`config.mk`:
```
export PLATFORM = sky130hd
export DESIGN_NAME = mbist_ram_access
export DESIGN_NICKNAME = d
export VERILOG_FILES = /design/src/rtl/mbist_ra_pkg.sv /design/src/rtl/mbist_addr_gen.sv /design/src/rtl/mbist_pin_mux.sv /design/src/rtl/mbist_rd_cmp.sv /design/src/rtl/mbist_ram_access.sv
export SDC_FILE = /design/constraint.sdc
export NUM_CORES = 1
export LEC_CHECK = 0
export CAP_MARGIN = 25
export CORE_MARGIN = 1
export CORE_UTILIZATION = 37
export CTS_CLUSTER_SIZE = 12
export DETAILED_ROUTE_END_ITERATION = 8
export PLACE_DENSITY = 0.83
export SLEW_MARGIN = 20
export SYNTH_ARGS = -nofsm -noshare
export SYNTH_HDL_FRONTEND = slang
export SYNTH_SLANG_ARGS = --single-unit
```
`constraint.sdc`:
```
create_clock -name clk_i -period 3.1 [get_ports clk_i]
set_input_delay 0.465 -clock clk_i [delete_from_list [all_inputs] [get_ports clk_i]]
set_output_delay 0.465 -clock clk_i [all_outputs]
set_load 0.01 [all_outputs]
```
`src/rtl/mbist_ra_pkg.sv`:
```
package mbist_ra_pkg;
  typedef struct packed {
    logic cs;
    logic rd;
    logic wen;
    logic din;
  } ram_ctl_t;
endpackage

```
`src/rtl/mbist_addr_gen.sv`:
```
module mbist_addr_gen #(
  parameter int unsigned ADDR_W = 4
) (
  input  logic              clk_i,
  input  logic              rst_ni,
  input  logic              en_i,
  input  logic              start_i,
  input  logic              step_i,
  input  logic              down_i,
  output logic [ADDR_W-1:0] addr_o,
  output logic              bound_o
);
  localparam logic [ADDR_W-1:0] ADDR_MAX = '1;
  localparam logic [ADDR_W-1:0] ADDR_ONE = ADDR_W'(1);

  logic [ADDR_W-1:0] addr_q;

  always_ff @(posedge clk_i or negedge rst_ni) begin
    if (!rst_ni) begin
      addr_q <= '0;
    end else if (en_i) begin
      if (start_i)     addr_q <= down_i ? ADDR_MAX : '0;
      else if (step_i) addr_q <= down_i ? addr_q - ADDR_ONE : addr_q + ADDR_ONE;
    end
  end

  assign addr_o  = addr_q;
  assign bound_o = down_i ? (addr_q == '0) : (addr_q == ADDR_MAX);
endmodule

```
`src/rtl/mbist_pin_mux.sv`:
```
module mbist_pin_mux
  import mbist_ra_pkg::*;
#(
  parameter int unsigned ADDR_W = 4
) (
  input  logic              sel_test_i,
  input  ram_ctl_t          tst_ctl_i,
  input  logic [ADDR_W-1:0] tst_addr_i,
  input  ram_ctl_t          sys_ctl_i,
  input  logic [ADDR_W-1:0] sys_addr_i,
  input  logic              ram_dout_i,
  output ram_ctl_t          ram_ctl_o,
  output logic [ADDR_W-1:0] ram_addr_o,
  output logic              sys_dout_o
);
  always_comb begin
    if (sel_test_i) begin
      ram_ctl_o  = tst_ctl_i;
      ram_addr_o = tst_addr_i;
      sys_dout_o = 1'b0;
    end else begin
      ram_ctl_o  = sys_ctl_i;
      ram_addr_o = sys_addr_i;
      // storage mode output is undriven; present it as 0
      sys_dout_o = sys_ctl_i.cs & sys_ctl_i.rd & ram_dout_i;
    end
  end
endmodule

```
`src/rtl/mbist_rd_cmp.sv`:
```
module mbist_rd_cmp (
  input  logic clk_i,
  input  logic rst_ni,
  input  logic chk_i,
  input  logic exp_i,
  input  logic got_i,
  output logic fail_o
);
  logic fail_q;

  always_ff @(posedge clk_i or negedge rst_ni) begin
    if (!rst_ni) fail_q <= 1'b0;
    else         fail_q <= chk_i & (exp_i ^ got_i);
  end

  assign fail_o = fail_q;
endmodule

```
`src/rtl/mbist_ram_access.sv`:
```
module mbist_ram_access
  import mbist_ra_pkg::*;
#(
  parameter int unsigned ADDR_W = 4
) (
  input  logic              clk_i,
  input  logic              rst_ni,
  input  logic              test_mode_i,
  input  logic              op_valid_i,
  input  logic              op_read_i,
  input  logic              op_data_i,
  input  logic              op_last_i,
  input  logic              order_dn_i,
  input  logic              elem_start_i,
  output logic [ADDR_W-1:0] addr_o,
  output logic              bound_o,
  output logic              elem_end_o,
  output logic              fail_o,
  input  logic              sys_cs_i,
  input  logic              sys_rd_i,
  input  logic [ADDR_W-1:0] sys_addr_i,
  input  logic              sys_din_i,
  output logic              sys_dout_o,
  output logic              ram_cs_o,
  output logic              ram_rd_o,
  output logic              ram_wen_o,
  output logic [ADDR_W-1:0] ram_addr_o,
  output logic              ram_din_o,
  input  logic              ram_dout_i
);
  ram_ctl_t tst_ctl, sys_ctl, ram_ctl;
  logic     step;

  assign step = op_valid_i & op_last_i;

  mbist_addr_gen #(.ADDR_W(ADDR_W)) u_addr (
    .clk_i   (clk_i),
    .rst_ni  (rst_ni),
    .en_i    (test_mode_i),
    .start_i (elem_start_i),
    .step_i  (step),
    .down_i  (order_dn_i),
    .addr_o  (addr_o),
    .bound_o (bound_o)
  );

  assign elem_end_o = step & bound_o;

  always_comb begin
    tst_ctl.cs  = op_valid_i;
    tst_ctl.rd  = op_read_i;
    tst_ctl.wen = op_valid_i & ~op_read_i;
    tst_ctl.din = op_data_i;
    sys_ctl.cs  = sys_cs_i;
    sys_ctl.rd  = sys_rd_i;
    sys_ctl.wen = sys_cs_i & ~sys_rd_i;
    sys_ctl.din = sys_din_i;
  end

  mbist_pin_mux #(.ADDR_W(ADDR_W)) u_mux (
    .sel_test_i (test_mode_i),
    .tst_ctl_i  (tst_ctl),
    .tst_addr_i (addr_o),
    .sys_ctl_i  (sys_ctl),
    .sys_addr_i (sys_addr_i),
    .ram_dout_i (ram_dout_i),
    .ram_ctl_o  (ram_ctl),
    .ram_addr_o (ram_addr_o),
    .sys_dout_o (sys_dout_o)
  );

  assign ram_cs_o  = ram_ctl.cs;
  assign ram_rd_o  = ram_ctl.rd;
  assign ram_wen_o = ram_ctl.wen;
  assign ram_din_o = ram_ctl.din;

  mbist_rd_cmp u_cmp (
    .clk_i  (clk_i),
    .rst_ni (rst_ni),
    .chk_i  (test_mode_i & op_valid_i & op_read_i),
    .exp_i  (op_data_i),
    .got_i  (ram_dout_i),
    .fail_o (fail_o)
  );
endmodule

```
==> impl_metrics.env <==
export IMPL_status="finished clean"
export IMPL_synth_edf_count=0
export IMPL_syn_avg_cell_area_um2=8.627
export IMPL_routed_wl_um=1407
export IMPL_core_um2=1171
export IMPL_fin_ws_ns=0.3032
export IMPL_gp_congestion=0.7003
export IMPL_ys_seq_area_share_pct=25.45
export IMPL_grt_overflow_total=0
export IMPL_htreeDepth=1
export IMPL_cp_data_required_time_ns=2.63
export IMPL_wl_per_cell_um=13.27
export IMPL_yosysUniqueCellTypes=28
export IMPL_slew_limit_headroom_pct=70.89
export IMPL_async_flop_share_pct=100.0
export IMPL_timing_fmax_mhz=357.5
export IMPL_dp_slack_ns=0.3016
export IMPL_root_buffer="clkbuf_4"
export IMPL_cp_slowest_stage_delay_ns=0.52
export IMPL_worst_path_max_delay_cell="clkdlybuf4s50_1"
export IMPL_cts_tree="done"
export IMPL_nNetsFinal=113
export IMPL_yosysWarnings=0
export IMPL_grt_pass1_vias=553
export IMPL_worstSetupEndpointType="primary output"
export IMPL_start_kind="input pin"
export IMPL_synthesis_nets=77
export IMPL_setup_viol=0
export IMPL_cts_buffers=3
export IMPL_clkSlewWorstSetupHoldPaths_ns=0.04
export IMPL_grt_pass1_wl_um=2339
export IMPL_power_density_nw_per_um2=435.6
export IMPL_first_pass_iters=1
export IMPL_leakagePower_nw=0.3447
export IMPL_clock_latency_ns=0.24
export IMPL_peakVddDrop_mv=0.3354
export IMPL_cts_setup_buffers=0
export IMPL_synth_commonest_cells="mux2_2 (6), nand2_1 (6), dfrtp_1 (5)"
export IMPL_drc=0
export IMPL_crit_path_max_fanout=5
export IMPL_die_h_um=38.46
export IMPL_crit_chain="clkdlybuf4s50_1 -> inv_2 -> or4_4 -> o21ai_2 -> and2_1 -> clkdlybuf4s50_1"
export IMPL_skew_ns=0.001655
export IMPL_worstHoldPathType="input pin to async pin"
export IMPL_ys_flop_type="dfrtp_1"
export IMPL_hold_violations=0
export IMPL_maxCapViolations=0
export IMPL_dieArea_um2=1479
export IMPL_diodes=0
export IMPL_cts_resized_gates=0
export IMPL_path_delay_family="buffers and inverters"
export IMPL_ys_ff_latch=5
export IMPL_syn_area_um2=491.7
export IMPL_port_buffers=32
export IMPL_viasPerCell=5.236
export IMPL_crit_buf_inv=3
export IMPL_drt_initial_drc_count=0
export IMPL_start_util_pct=41.99
export IMPL_report_power_total_uw=372.8
export IMPL_path_common_cell="clkdlybuf4s50_1"
export IMPL_timing_final_crit_period_ns=2.797
export IMPL_rows=12
export IMPL_n_fill_cell=103
export IMPL_cts_sinks=5
export IMPL_fin_hold_ws_ns=0.4424
export IMPL_r2r_slack_ns=1.35
export IMPL_finalCritPeriodShare_pct=90.22
export IMPL_syn_inst=57
export IMPL_synth_area_leaders="dfrtp_1 (25%), mux2_2 (14%), ha_1 (5.1%)"
export IMPL_antenna_found_initial=0
export IMPL_drive_gt1_share_pct=15.22
export IMPL_path_class="input pin to primary output"
export IMPL_synth_top_area_share_pct=25.45
export IMPL_worstMarginPinSlew_ns=0.4353
export IMPL_postRouteAntennaNets=0
export IMPL_yosysTopAreaCell="dfrtp_1"
export IMPL_setup_tns_ns=0
export IMPL_die_w_um=38.46
export IMPL_io_pins=33
export IMPL_grt_setup_unrepaired="no"
export IMPL_hold_buffers=0
export IMPL_cts_buffer_depth=2
export IMPL_grt_use_total_pct=22.48
export IMPL_crit_arrival_ns=2.33
export IMPL_grt_max_degree=13
export IMPL_dr_total_vias=555
export IMPL_syn_to_final_growth_pct=74.05
export IMPL_post_dp_hpwl_um=1135
export IMPL_slew_violations=0
==> sequential cells by signal (all words and copies together), names as in the netlist <==
name and cells:
u_cmp.fail_o 1, u_addr.addr_o 4
==> final cells by class <==
| class | instances | area, um^2 | area share (%) |
|---|---|---|---|
| clock buffers | 4 | 26.28 | 3.070 |
| well taps | 14 | 17.52 | 2.047 |
| inverters | 3 | 11.26 | 1.316 |
| flip-flops and latches | 5 | 125.1 | 14.62 |
| repair buffers | 33 | 327.8 | 38.30 |
| multi-input cells | 47 | 347.8 | 40.64 |
==> report_power, final <==
| group | total, mW | internal [mW] | switching, mW |
|---|---|---|---|
| logic | 0.194 | 0.113 | 0.0815 |
| registers | 0.105 | 0.0791 | 0.0262 |
| clock network | 0.0732 | 0.0485 | 0.0246 |
==> cells by family (layout without fill, tap and decap cells) <==
kind of cell / Yosys count / count (layout) / share of synthesized area [%]
adders and majority gates: 3 / 3 / 9.160
xor gates and xnor gates: 2 / 2 / 3.563
muxes: 6 / 6 / 13.74
buffers and inverters: 5 / 40 / 3.817
DFF: 5 / 5 / 25.45
and+or+nand+nor: 21 / 21 / 23.15
AOI/OAI and AO/OA: 15 / 15 / 21.12
==> placed cells by master (no fill, tap or decap), types with 2 or more instances in the layout <==
cell type and instances:
clkdlybuf4s50_1 32, nand2b_1 2, clkbuf_4 3, nor2_1 4
and2_1 2, inv_1 2, mux2_2 6, o211ai_1 2
nand2_1 6, ha_1 2, a31oi_1 2, o21a_1 2
dfrtp_1 5, nand3_1 3, a21oi_1 3
==> layer usage <==
metal | up-vias | GRT usage, % | wire length [um]
li1 | 283 | - | -
met1 | 253 | 31.18 | 663
met2 | 17 | 35.17 | 685
met3 | 2 | 2.326 | 42
met4 | 0 | 9.483 | 16
met5 | - | 0 | 0
==> path summary, 6_finish.rpt <==
kind | endpoint | from | cells past startpoint
max | elem_end_o | order_dn_i | 6
min reg2reg | u_addr.addr_o[0]$_DFFE_PN0P_ | u_addr.addr_o[0]$_DFFE_PN0P_ | 1
max reg2reg | u_addr.addr_o[3]$_DFFE_PN0P_ | u_addr.addr_o[2]$_DFFE_PN0P_ | 5
max in group asynchronous | u_addr.addr_o[1]$_DFFE_PN0P_ | rst_ni | 1
min | u_addr.addr_o[0]$_DFFE_PN0P_ | rst_ni | 1
min in group clk_i | u_addr.addr_o[0]$_DFFE_PN0P_ | u_addr.addr_o[0]$_DFFE_PN0P_ | 1
==> metrics by stage <==
stage               std cells  cell area, um^2  utilization [%]
floorplan                  57            491.7                -
global placement          102            829.5            70.83
detailed placement        102            829.5            70.83
CTS                       106            855.8            73.08
global route              106            855.8            73.08
finish                    106            855.8            73.08
(Power assumes the default switching activity.)
